--- src/rtl/seg_addr_pkg.sv ---
package seg_addr_pkg;
  localparam int DEF_SEG_W   = 16;
  localparam int DEF_OFF_W   = 16;
  localparam int DEF_SHORT_W = 8;
  localparam int DEF_SHIFT   = 4;

  // The encoding is the status code seen by the bus side
  typedef enum logic [1:0] {
    SEG_EXTRA = 2'b00,
    SEG_STACK = 2'b01,
    SEG_CODE  = 2'b10,
    SEG_DATA  = 2'b11
  } seg_sel_e;
endpackage

--- src/rtl/sa_disp_ext.sv ---
module sa_disp_ext #(
  parameter int OFF_W   = 16,
  parameter int SHORT_W = 8
) (
  input  logic [OFF_W-1:0] disp_in,
  input  logic             wide,
  output logic [OFF_W-1:0] disp_ext
);
  localparam int PAD_W = OFF_W - SHORT_W;

  logic [OFF_W-1:0] short_ext;

  // Short form: replicate the sign bit of the low field
  assign short_ext = {{PAD_W{disp_in[SHORT_W-1]}}, disp_in[SHORT_W-1:0]};

  always_comb begin
    if (wide) disp_ext = disp_in;
    else      disp_ext = short_ext;
  end
endmodule

--- src/rtl/sa_offset_sum.sv ---
module sa_offset_sum #(
  parameter int OFF_W = 16
) (
  input  logic [OFF_W-1:0] base_val,
  input  logic             base_en,
  input  logic [OFF_W-1:0] index_val,
  input  logic             index_en,
  input  logic [OFF_W-1:0] disp_ext,
  output logic [OFF_W-1:0] ea
);
  logic [OFF_W-1:0] base_term;
  logic [OFF_W-1:0] index_term;

  always_comb begin
    base_term  = base_en  ? base_val  : '0;
    index_term = index_en ? index_val : '0;
    // Sum kept at OFF_W bits: carry out of the top bit is dropped
    ea = base_term + index_term + disp_ext;
  end
endmodule

--- src/rtl/sa_seg_pick.sv ---
module sa_seg_pick #(
  parameter int SEG_W = 16
) (
  input  logic [3:0][SEG_W-1:0] seg_vals,
  input  logic [1:0]            sel,
  output logic [SEG_W-1:0]      seg_out
);
  // seg_vals is packed so that the index equals the status code
  always_comb seg_out = seg_vals[sel];
endmodule

--- src/rtl/sa_phys_add.sv ---
module sa_phys_add #(
  parameter int SEG_W = 16,
  parameter int OFF_W = 16,
  parameter int SHIFT = 4
) (
  input  logic [SEG_W-1:0]       seg_val,
  input  logic [OFF_W-1:0]       ea,
  output logic [SEG_W+SHIFT-1:0] phys
);
  localparam int PHYS_W = SEG_W + SHIFT;
  localparam int ZPAD_W = PHYS_W - OFF_W;

  logic [PHYS_W-1:0] seg_shifted;
  logic [PHYS_W-1:0] off_ext;

  assign seg_shifted = {seg_val, {SHIFT{1'b0}}};
  assign off_ext     = {{ZPAD_W{1'b0}}, ea};
  // Wraps at PHYS_W bits
  assign phys        = seg_shifted + off_ext;
endmodule

--- src/rtl/seg_addr_gen.sv ---
module seg_addr_gen
  import seg_addr_pkg::*;
#(
  parameter int SEG_W   = DEF_SEG_W,
  parameter int OFF_W   = DEF_OFF_W,
  parameter int SHORT_W = DEF_SHORT_W,
  parameter int SHIFT   = DEF_SHIFT
) (
  input  logic                   clk,
  input  logic                   rst_n,
  input  logic                   in_valid,
  input  logic [1:0]             seg_sel,
  input  logic [SEG_W-1:0]       seg_code,
  input  logic [SEG_W-1:0]       seg_data,
  input  logic [SEG_W-1:0]       seg_stack,
  input  logic [SEG_W-1:0]       seg_extra,
  input  logic [OFF_W-1:0]       base_val,
  input  logic                   base_en,
  input  logic [OFF_W-1:0]       index_val,
  input  logic                   index_en,
  input  logic [OFF_W-1:0]       disp,
  input  logic                   disp_wide,
  output logic                   out_valid,
  output logic [OFF_W-1:0]       ea,
  output logic [SEG_W+SHIFT-1:0] phys,
  output logic [1:0]             seg_status
);
  localparam int PHYS_W = SEG_W + SHIFT;

  // Reset: asserted asynchronously, released on the clock
  logic [1:0] rst_pipe;
  logic       rst_core_n;

  always_ff @(posedge clk or negedge rst_n) begin
    if (!rst_n) rst_pipe <= 2'b00;
    else        rst_pipe <= {rst_pipe[0], 1'b1};
  end
  assign rst_core_n = rst_pipe[1];

  // Datapath
  logic [OFF_W-1:0]       disp_x;
  logic [OFF_W-1:0]       ea_c;
  logic [SEG_W-1:0]       seg_c;
  logic [PHYS_W-1:0]      phys_c;
  logic [3:0][SEG_W-1:0]  seg_vec;

  assign seg_vec = {seg_data, seg_code, seg_stack, seg_extra};

  sa_disp_ext #(.OFF_W(OFF_W), .SHORT_W(SHORT_W)) u_disp (
    .disp_in (disp),
    .wide    (disp_wide),
    .disp_ext(disp_x)
  );

  sa_offset_sum #(.OFF_W(OFF_W)) u_off (
    .base_val (base_val),
    .base_en  (base_en),
    .index_val(index_val),
    .index_en (index_en),
    .disp_ext (disp_x),
    .ea       (ea_c)
  );

  sa_seg_pick #(.SEG_W(SEG_W)) u_pick (
    .seg_vals(seg_vec),
    .sel     (seg_sel),
    .seg_out (seg_c)
  );

  sa_phys_add #(.SEG_W(SEG_W), .OFF_W(OFF_W), .SHIFT(SHIFT)) u_phys (
    .seg_val(seg_c),
    .ea     (ea_c),
    .phys   (phys_c)
  );

  // Next state
  logic              load_en;
  logic              vld_d,  vld_q;
  logic [OFF_W-1:0]  ea_d,   ea_q;
  logic [PHYS_W-1:0] phys_d, phys_q;
  seg_sel_e          stat_d, stat_q;

  assign load_en = in_valid;

  always_comb begin
    vld_d  = in_valid;
    ea_d   = ea_q;
    phys_d = phys_q;
    stat_d = stat_q;
    if (load_en) begin
      ea_d   = ea_c;
      phys_d = phys_c;
      stat_d = seg_sel_e'(seg_sel);
    end
  end

  // Registers
  always_ff @(posedge clk or negedge rst_core_n) begin
    if (!rst_core_n) begin
      vld_q  <= 1'b0;
      ea_q   <= '0;
      phys_q <= '0;
      stat_q <= SEG_EXTRA;
    end else begin
      vld_q  <= vld_d;
      ea_q   <= ea_d;
      phys_q <= phys_d;
      stat_q <= stat_d;
    end
  end

  assign out_valid  = vld_q;
  assign ea         = ea_q;
  assign phys       = phys_q;
  assign seg_status = stat_q;
endmodule

--- config.mk ---
export PLATFORM = sky130hd
export DESIGN_NAME = seg_addr_gen
export DESIGN_NICKNAME = d
export VERILOG_FILES = /design/src/rtl/seg_addr_pkg.sv /design/src/rtl/sa_disp_ext.sv /design/src/rtl/sa_offset_sum.sv /design/src/rtl/sa_seg_pick.sv /design/src/rtl/sa_phys_add.sv /design/src/rtl/seg_addr_gen.sv
export SDC_FILE = /design/constraint.sdc
export NUM_CORES = 1
export LEC_CHECK = 0
export BUFFER_PORTS_ARGS = -buffer_cell sky130_fd_sc_hd__buf_4
export CAP_MARGIN = 20
export CORE_MARGIN = 8
export CORE_UTILIZATION = 40
export DETAILED_ROUTE_END_ITERATION = 6
export PLACE_DENSITY = 0.78
export SLEW_MARGIN = 25
export SYNTH_ARGS = -nofsm -noshare
export SYNTH_HDL_FRONTEND = slang
export SYNTH_HIERARCHICAL = 1
export SYNTH_SLANG_ARGS = --single-unit
--- constraint.sdc ---
create_clock -name clk -period 1.6 [get_ports clk]
set_input_delay 0.16 -clock clk [delete_from_list [all_inputs] [get_ports clk]]
set_output_delay 0.16 -clock clk [all_outputs]
set_load 0.05 [all_outputs]
======== Yosys cells after proc, flatten, opt, wreduce, memory -nomap -nowiden ========
Cells that the tools add are included.
operators by class
  muxes and demuxes ....................... 5
  add/subtract/negate cells ............... 3
  $lt $le $gt $ge ......................... 1
operators with widths
  kind                                                count
  2-to-1 mux 16 bit                                   4
  adder 16 bit                                        2
  binary-select mux 16 bit (select 2 bit)             1
  adder 20 x 16 -> 20 bit                             1
  < comparator 2 x 3 -> 1 bit, second input constant  1
storage, ports and cells
  flip-flop bits (word level) ............. 41
  output and inout bits ................... 39
  logic and storage cells ................. 14
  input bits .............................. 120

======== Depth between registers and ports, before layout ========
Gate-level depths: netlist of run 1.
  depth in word-level cells ............... 4
  gate-level depth with buffers ........... 20
  depth with buffers taken out ............ 18

======== By module ========
The synthesis of run 1 kept the hierarchy.
modules (own cells, without submodules)
  module         seq. area each (µm²)  area an instance (µm²)  times used  cells an instance
  seg_addr_gen   1026.0                1571.5                  1           84
  sa_offset_sum  0.0                   1266.2                  1           153
  sa_phys_add    0.0                   802.0                   1           110
  sa_seg_pick    0.0                   424.2                   1           20
  sa_disp_ext    0.0                   191.4                   1           17

======== Worst setup path after synthesis of run 1 ========
OpenSTA, ideal clock, no wires.
  path type ............................... input -> register
  from .................................... input port base_en
  to ...................................... register phys_q[19] (netlist: phys[19])
  data required time ...................... 1.475 ns
  data arrival time ....................... 4.009 ns
  setup slack ............................. -2.534 ns
  cell stages on the path ................. 18
  cell sequence ........................... clkbuf_1 -> nand2_1 -> fa_1 -> inv_1 -> ha_1 -> inv_1 -> fa_1 -> nand2b_1 -> a21oi_2 -> o2111ai_1 -> a311oi_2 -> xor2_1 -> ha_1 -> nand4_1 -> nor3_2 -> nor3_1 -> or4_1 -> mux2_2
on the way
  cells in the longest elaborated chain, start to end .. 4
RTL lines
  what                        line                 source
  start, declared             seg_addr_gen.sv:18   input logic base_en,
  2-to-1 mux 16 bit           sa_offset_sum.sv:15  base_term = base_en ? base_val : '0;
  adder 16 bit (2 in series)  sa_offset_sum.sv:18  ea = base_term + index_term + disp_ext;
  net ea_c[13]                seg_addr_gen.sv:42   logic [OFF_W-1:0] ea_c;
  adder 20 x 16 -> 20 bit     sa_phys_add.sv:19    assign phys = seg_shifted + off_ext;
  net phys_c[19]              seg_addr_gen.sv:44   logic [PHYS_W-1:0] phys_c;
  end signal, assigned        seg_addr_gen.sv:107  phys_q <= phys_d;
  end, declared               seg_addr_gen.sv:80   logic [PHYS_W-1:0] phys_d, phys_q;
The timed path passes the listed nets, and every way through them passes these cells.
A chain may end at the register's enable or synchronous reset.

======== Worst setup path in the final report of run 1 ========
  from .................................... input port base_val[1]
  to ...................................... register phys_q[19] (netlist: phys[19])
on the way
  cells in the longest elaborated chain, start to end .. 4
RTL lines
  what                        line                 source
  start, declared             seg_addr_gen.sv:17   input logic [OFF_W-1:0] base_val,
  2-to-1 mux 16 bit           sa_offset_sum.sv:15
  adder 16 bit (2 in series)  sa_offset_sum.sv:18
  net ea_c[7]                 seg_addr_gen.sv:42
  adder 20 x 16 -> 20 bit     sa_phys_add.sv:19
  net phys_c[19]              seg_addr_gen.sv:44
The timed path passes the listed nets, and every way through them passes these cells.

==> results.cfg, run 1 <==
[setup_path]
cp_max_fo = 3
cp_top_family = adder cells
critPathMostFrequentCell = buf_4
cpPeakStageDelay_ps = 510
required_ps = 1790
slowest_stage = or4_1
endpoint_kind = register
cp.arrival_ps = 3970
crit_type = primary input to register
path_cells = buf_4 > nand2_4 > fa_1 > inv_1 > ha_2 > inv_2 > fa_2 > nand2b_4 > a21oi_4 > buf_4 > nor2b_2 > xnor2_2 > ha_1 > a211o_1 > a31oi_4 > nor3_2 > nor4b_4 > or4_1 > mux2_4
worst-path-buf-inv = 4
critPathLaunchType = primary input

[status]
outcome = finished with violations
violations = negative setup slack

[cts]
cts-root-buf = clkbuf_8
htreeDepth = 2
tritoncts = done
cts_sinks = 41
cts_buffers = 5
clk_latency_ps = 300
clk_pin_slew_worst_paths_ps = 80
clockBufferDepth = 2

[synth]
synthesis.area_mm2 = 0.00426
synth_edf_count = 0
synth-main-ff-cell = dfrtp_1
yosysTopAreaCell = dfrtp_1
synth_fp_nets = 547
yosysTopAreaCellShare = 0.241
ys_types = 63
syn_area_per_cell_um2 = 11.1
synthCells = 384
yosysSeqAreaShare = 0.241
synth.area.top_cells = dfrtp_1 (24%), mux2_4 (9.9%), fa_1 (8.0%), ha_1 (7.6%), mux4_2 (5.3%)
synthArstFlopShare = 1.00
yosysWarnings = 6
synth-seq-cells = 41

[routing]
wl_um = 13800
num_vias = 3947
wl_per_cell_um = 17.9
drt_iter0_markers = 161
antenna_left = 0
first_pass_iters = 4
vias_per_cell = 5.10
drc = 0

[timing]
setup_ws_ps = -2180
drv_slew = 0
max_freq_mhz = 264
hold_viol = 0
rsz0062_at_grt = true
fin_crit_ps = 3780
finalClockSkew_ps = 4.55
final-setup-viol-count = 32
hold_ws_ps = 165
fin_crit_sh = 2.36

[pwr]
power_mw = 10.7
leakage_nw = 3.43
p_per_area_mw_per_mm2 = 1470
ir_worst_vdd_mv = 1.04

[layout]
antenna_cells = 0
fin_util = 0.702
layout_common_cells = buf_4 (246), dfrtp_1 (40), mux2_4 (38)
nNetsFinal = 800
layout_commonest_cell = buf_4
stdcell_area_mm2 = 0.00724
drive_gt1_frac = 0.676
areaGrowthSynthToFinish_pct = 70.2
nFillCells = 735

[min_path]
hold_path.class = primary input to register

[floorplan]
initial_core_util = 0.412
die_w_um = 119
die-height_um = 119
ios = 159
rows = 37
coreArea_mm2 = 0.0103
die_area_mm2 = 0.0142

[job]
cap_violations = 0

[grt]
gr-usage-all-layers = 0.183
antenna_found_initial = 0
grt_pass1_wl_um = 21800
grt_pass1_vias = 4534
grt_start_max_net_pins = 40
overflow = 0

[place]
dp_hpwl_um = 10500
placed_area_mm2 = 0.00628
gp_congestion = 0.798
port_buffers = 158
synthesized netlist by cell type (4+ instances only):
cell type / instances
buf_2: 4
mux4_1: 6
o21ai_0: 4
mux2_2: 18
ha_1: 26
nand3_1: 5
nor3_1: 4
nand2_1: 22
nor2_1: 16
o211ai_1: 4
mux2_4: 28
xor2_1: 6
a21oi_1: 22
xnor2_1: 16
fa_1: 17
nand2b_1: 7
a21o_1: 9
dfrtp_1: 41
mux4_2: 10
inv_1: 16
and2_1: 26
buf_4: 13
buf_6: 6
worst paths after layout:
check,start,endpoint,slack [ps],depth (start not counted)
worst max-delay path,base_val[1],phys[19],-2180,19
worst min-delay path,seg_sel[1],seg_status[1],160,2
worst max register to register,rst_pipe[1],ea[10],730,1
worst min register to register,rst_pipe[1],phys[10],230,0
max in group asynchronous,rst_pipe[1],ea[10],730,1
min in group asynchronous,rst_n,rst_pipe[1],170,2
what timing repair did:
item | CTS | global route
pin swaps | 54 | 33
hold buffers | 1 | 0
resized for setup | 55 | 61
endpoints found under the setup margin | 32 | 32
endpoints found under the hold margin | 2 | 0
buffers inserted | 13 | 15
gates cloned | 1 | 1
sequential cells by signal (all words and copies together) (netlist names):
register,cells
out_valid,1
seg_status,2
ea,16
phys,20
rst_pipe,2
layout make-up:
cell class | instances | area, um2 | area share
multi-input combinational | 300 | 3650 | 0.503
timing repair buffer | 273 | 2220 | 0.307
sequential | 41 | 1030 | 0.142
tap | 136 | 170 | 0.0235
clock buffer | 7 | 86.3 | 0.0119
inverter | 16 | 60.1 | 0.00829
clock inverter | 1 | 30.0 | 0.00415
power by group:
part / total (mW) / internal (mW) / switching (mW)
combinational: 8.04 / 3.88 / 4.16
clock: 0.880 / 0.509 / 0.371
sequential: 1.75 / 1.46 / 0.285
total: 10.7 / 5.85 / 4.82
cells by family (layout without fill, tap and decap cells):
| group | count (synthesis) | in the layout | synth area share |
|---|---|---|---|
| buffers and inverters | 43 | 297 | 0.0650 |
| XOR/XNOR | 22 | 22 | 0.0453 |
| other | 1 | 1 | 0.000881 |
| flip-flops | 41 | 41 | 0.241 |
| multiplexers | 63 | 63 | 0.239 |
| AND/OR/NAND/NOR | 101 | 101 | 0.133 |
| AO/OA/AOI/OAI | 70 | 70 | 0.119 |
| adder cells (fa/ha/maj) | 43 | 43 | 0.156 |
through the flow:
step | cells | setup TNS [ps] | setup WS (ps)
after floorplan | 384 | -37680 | -2330
after global placement | 739 | -46500 | -2540
after detailed placement | 739 | -48150 | -2610
after CTS | 761 | -34480 | -2110
after global routing | 774 | -40390 | -2350
final | 774 | -37000 | -2180
metal layers:
layer,GRT usage,routed length [um],vias up
li1,-,-,1897
met1,0.214,5730,1903
met2,0.326,7020,133
met3,0.0477,882,14
met4,0.0435,180,0
met5,0,0,-
Power figures use the tool's default switching activity.
==> run 2, diff against run 1 <==
- CAP_MARGIN: 20 -> 10
- PLACE_DENSITY: 0.78 -> 0.8
- SYNTH_HIERARCHICAL: 1 -> unset
==> run 2 against run 1 <==
Net effect:
- the flow still finishes with violations (negative setup slack)
- critical path type unchanged
- critical endpoint is now phys[15]
- first-iteration DRC count rose by 47%
- combinational power fell by 6.1%
- final cell count fell by 3.9%
- largest cell class unchanged
- highest routed layer unchanged
==> results.cfg, run 2 <==
[status]
outcome = finished with violations
violations = negative setup slack

[layout]
fin_cells = 744
nNetsFinal = 797
regArea_um2 = 926
layout_common_cells = buf_4 (249), dfrtp_1 (37), buf_6 (32)
antenna_cells = 0
areaGrowthSynthToFinish_pct = 85.1
nFillCells = 524
stdcell_area_mm2 = 0.00671
layout_commonest_cell = buf_4
drive_gt1_frac = 0.678
multi_input_area_mm2 = 0.00317

[synth]
yosysWarnings = 0
synthCells = 360
synthesis.area_mm2 = 0.00362
synthArstFlopShare = 1.00
synth_edf_count = 0
yosysMostFrequentCell = dfrtp_1
synth-seq-cells = 37
synth_fp_nets = 522
synth.area.top_cells = dfrtp_1 (26%), mux4_2 (9.9%), fa_1 (9.4%), ha_1 (8.6%), mux2_2 (6.2%)
yosysTopAreaCellShare = 0.256
yosysSeqAreaShare = 0.256
synth-main-ff-cell = dfrtp_1
ys_types = 54
synth_common_cells = dfrtp_1 (37), nand2_1 (33), a21oi_1 (30)
syn_area_per_cell_um2 = 10.1
yosysTopAreaCell = dfrtp_1

[setup_path]
crit_type = primary input to register
cp.arrival_ps = 4560
required_ps = 1790
worst-path-buf-inv = 2
cpPeakStageDelay_ps = 480
slowest_stage = fa_1
cp_max_fo = 6
critPathLaunchType = primary input
cp_top_family = compound AO/OA/AOI/OAI gates
reg2reg_from = phys[15]
path_cells = buf_12 > and2_4 > fa_1 > ha_2 > fa_2 > a211oi_2 > o21bai_2 > buf_6 > a21oi_4 > o21bai_1 > a21oi_1 > xnor2_1 > ha_1 > o21a_1 > o31ai_4 > nor2_1 > mux2i_2 > a211o_1 > a21oi_2 > nor3b_1 > a221o_1
crit_start = base_en
endpoint_kind = register

[timing]
rsz0062_at_grt = true
fin_crit_sh = 2.73
finalClockSkew_ps = 9.68
fin_crit_ps = 4360
max_freq_mhz = 229
hold_viol = 0
setup_ws_ps = -2760
final-setup-viol-count = 30
hold_ws_ps = 198
drv_slew = 0

[pwr]
internal-power_mw = 5.08
p_switching_mw = 4.73
ir_worst_vdd_mv = 0.647
p_per_area_mw_per_mm2 = 1460
seqPwrFrac = 0.160
leakage_nw = 3.27
p_sw_frac = 0.482
combPwrFrac = 0.770
power_mw = 9.81
clkPwrFrac = 0.070

[grt]
grt_pass1_vias = 4468
gr-usage-all-layers = 0.224
antenna_found_initial = 0
grt_start_max_net_pins = 36
grt_pass1_wl_um = 23000
overflow = 0

[routing]
wl_per_cell_um = 21.2
drt_iter0_markers = 236
drc = 0
antenna_left = 0
num_vias = 4086
first_pass_iters = 4
vias_per_cell = 5.49
wl_um = 15800

[floorplan]
ios = 159
die_w_um = 111
die_area_mm2 = 0.0124
rows = 34
initial_core_util = 0.413
die-height_um = 111
coreArea_mm2 = 0.00876

[min_path]
hold_path.class = primary input to async pin

[cts]
cts-root-buf = clkbuf_8
tritoncts = done
clk_latency_ps = 300
clockBufferDepth = 2
clk_pin_slew_worst_paths_ps = 90
htreeDepth = 2
cts_sinks = 37
cts_buffers = 5

[place]
port_buffers = 158
gp_congestion = 0.874
placed_area_mm2 = 0.00572
place_ws_ps = -2760
placed_cells = 696
dp_hpwl_um = 10600

[job]
cap_violations = 0
-- run 2: power groups by stage --
| stage | sequential (mW) | clock [mW] | combinational, mW |
|---|---|---|---|
| CTS | 1.55 | 0.676 | 6.85 |
| finish | 1.57 | 0.689 | 7.55 |
| global placement | 1.55 | 0 | 5.63 |
| detailed placement | 1.56 | 0 | 5.74 |
| global route | 1.60 | 0.732 | 7.86 |
| floorplan | 2.79 | 0 | 2.39 |
-- run 2: final cells by class --
class,count,share of cell area
clock buffer,5,0.0103
clock inverter,3,0.00261
inverter,24,0.0134
multi-input combinational,282,0.473
sequential,37,0.138
tap,108,0.0201
timing repair buffer,285,0.342
-- run 2: kinds of logic (layout without fill, tap and decap cells) --
logic type | Yosys count | in the layout | share of synthesized area
compound gates | 79 | 79 | 0.152
xor+xnor | 26 | 26 | 0.0629
fa+ha+maj | 43 | 43 | 0.183
buf+inv | 41 | 317 | 0.0473
flops | 37 | 37 | 0.256
mux | 39 | 39 | 0.170
other cells | 1 | 1 | 0.00104
simple gates | 94 | 94 | 0.129
-- run 2: per-stage QoR --
step                       util  TNS (ps)
after floorplan               -    -39150
after global placement    0.653    -46870
after detailed placement  0.653    -49890
after CTS                 0.743    -39440
after global routing      0.765    -47890
final                     0.765    -46050
-- run 2: worst paths after layout --
check | to | slack (ps) | cells after the start
max | phys[15] | -2760 | 21
min | rst_pipe[1] | 200 | 2
max reg2reg | phys[15] | 740 | 1
min reg2reg | phys[18] | 280 | 1
max in group asynchronous | phys[11] | 990 | 1
min in group clk | ea[14] | 230 | 2
-- run 2: per-layer routing --
layer	up-vias	routed length, um	GRT usage
met5	-	0	0
met4	0	598	0.0613
met3	48	1130	0.0498
met2	221	8070	0.405
met1	1993	6010	0.257
li1	1824	-	-
-- run 2: what timing repair did --
item,in CTS,in global routing
gates resized for setup,91,27
pin swaps,41,27
gates cloned,0,0
endpoints found under the hold margin,2,0
hold buffers,1,0
endpoints found under the setup margin,30,30
buffers inserted,38,10
==> run 3, diff against run 2 <==
- REMOVE_ABC_BUFFERS: unset -> 1
==> run 3 against run 2 <==
Net effect:
- the flow still finishes with violations (negative setup slack)
- wire length is 19% lower
- clock skew fell by 6.7 ps
- clock-buffer cell count increased by 2
- worst hold slack got worse by 62 ps
- critical endpoint unchanged
- via count fell by 7.7%
==> results.cfg, run 3 (synthesis gave the netlist of run 2 again) <==
[grt]
grt_start_max_net_pins = 36
antenna_found_initial = 0
grt_pass1_wl_um = 20100
gr-usage-all-layers = 0.194
overflow = 0
grt_pass1_vias = 4244

[setup_path]
critPathLaunchType = primary input
reg2reg_from = phys[19]
cp.arrival_ps = 4220
reg2reg_depth = 3
crit_type = primary input to register
r2r_slack_ps = 760
cp_max_fo = 5
required_ps = 1780
endpoint_kind = register
timing.rr.end = phys[19]

[min_path]
worstHoldPathCells = 2
min-delay-start = in_valid
whs_endpoint = phys[10]
hold_path.class = primary input to register

[cts]
htreeDepth = 2
cts_buffers = 5
cts-root-buf = clkbuf_8
cts_sinks = 37
tritoncts = done
clk_pin_slew_worst_paths_ps = 70
clockBufferDepth = 2
clk_latency_ps = 290

[timing]
hold_ws_ps = 136
fin_crit_sh = 2.53
rsz0062_at_grt = true
drv_slew = 0
max_freq_mhz = 247
setup_ws_ps = -2440
fin_setup_tns_ps = -41390
fin_crit_ps = 4040
hold_viol = 0
final-setup-viol-count = 30
finalClockSkew_ps = 2.94

[floorplan]
ios = 159
initial_core_util = 0.413
die_w_um = 111
die-height_um = 111
die_area_mm2 = 0.0124
coreArea_mm2 = 0.00876
rows = 34

[routing]
vias_per_cell = 5.25
first_pass_iters = 4
drc = 0
num_vias = 3771
wl_per_cell_um = 17.8
antenna_left = 0
wl_um = 12800
drt_iter0_markers = 127

[pwr]
ir_worst_vdd_mv = 0.993
p_per_area_mw_per_mm2 = 1410
power_mw = 8.87
leakage_nw = 3.06

[layout]
antenna_cells = 0
layout_common_cells = buf_4 (245), dfrtp_1 (37), nand2_1 (31)
areaGrowthSynthToFinish_pct = 73.6
nNetsFinal = 771
stdcell_area_mm2 = 0.00629
layout_commonest_cell = buf_4
fin_cells = 718
fin_util = 0.717
drive_gt1_frac = 0.630

[place]
placed_area_mm2 = 0.00546
gp_congestion = 0.844
port_buffers = 158
place_ws_ps = -2960
dp_hpwl_um = 9710
placed_cells = 688

[job]
cap_violations = 0

[status]
violations = negative setup slack
outcome = finished with violations
-- run 3: layout make-up --
class,count,area (um2)
Multi-Input combinational cell,282,3020
Fill cell,605,2480
Timing Repair Buffer,259,2000
Sequential cell,37,926
Tap cell,108,135
Inverter,24,90.1
Clock buffer,7,86.3
Clock inverter,1,30.0
-- run 3: power by group --
part | switching (mW) | internal, mW | leakage [nW] | total, mW
registers | 0.220 | 1.30 | 0.433 | 1.52
clock network | 0.329 | 0.508 | 0.0585 | 0.837
logic | 3.54 | 2.97 | 2.57 | 6.51
total | 4.09 | 4.78 | 3.06 | 8.87
-- run 3: what timing repair did --
action,in CTS,in global routing
pin swaps,60,36
endpoints found under the setup margin,30,30
gates resized for setup,75,32
hold endpoints to repair,2,0
cloned,0,0
setup buffers,15,13
hold buffers,1,0
-- run 3: critical path, cell delays in order --
cell and delay [ps]:
buf_8 100, buf_6 120, and2_4 140, fa_2 500
fa_2 440, a211oi_2 280, o21bai_2 110, a21oi_2 220
o21bai_1 90, a21oi_1 180, xnor2_1 200, ha_1 320
o21a_1 130, o31ai_2 80, nor2_1 90, mux2i_1 220
a211o_1 200, a21oi_2 70, or2_4 260, a221o_1 280
-- run 3: how the worst max path moves through the flow --
stage                startpoint  cells past startpoint       end  slack [ps]
floorplan           base_val[1]                     17  phys[16]       -2510
global placement        base_en                     19  phys[15]       -2740
detailed placement      base_en                     19  phys[16]       -2960
CTS                     base_en                     19  phys[16]       -2330
global route            base_en                     21  phys[15]       -2640
finish                  base_en                     20  phys[15]       -2440
-- run 3: per-layer routing --
layer / GRT usage / wire, um
met1: 0.219 / 4980
met2: 0.354 / 6810
met3: 0.0639 / 864
met4: 0.0240 / 124
met5: 0 / 0
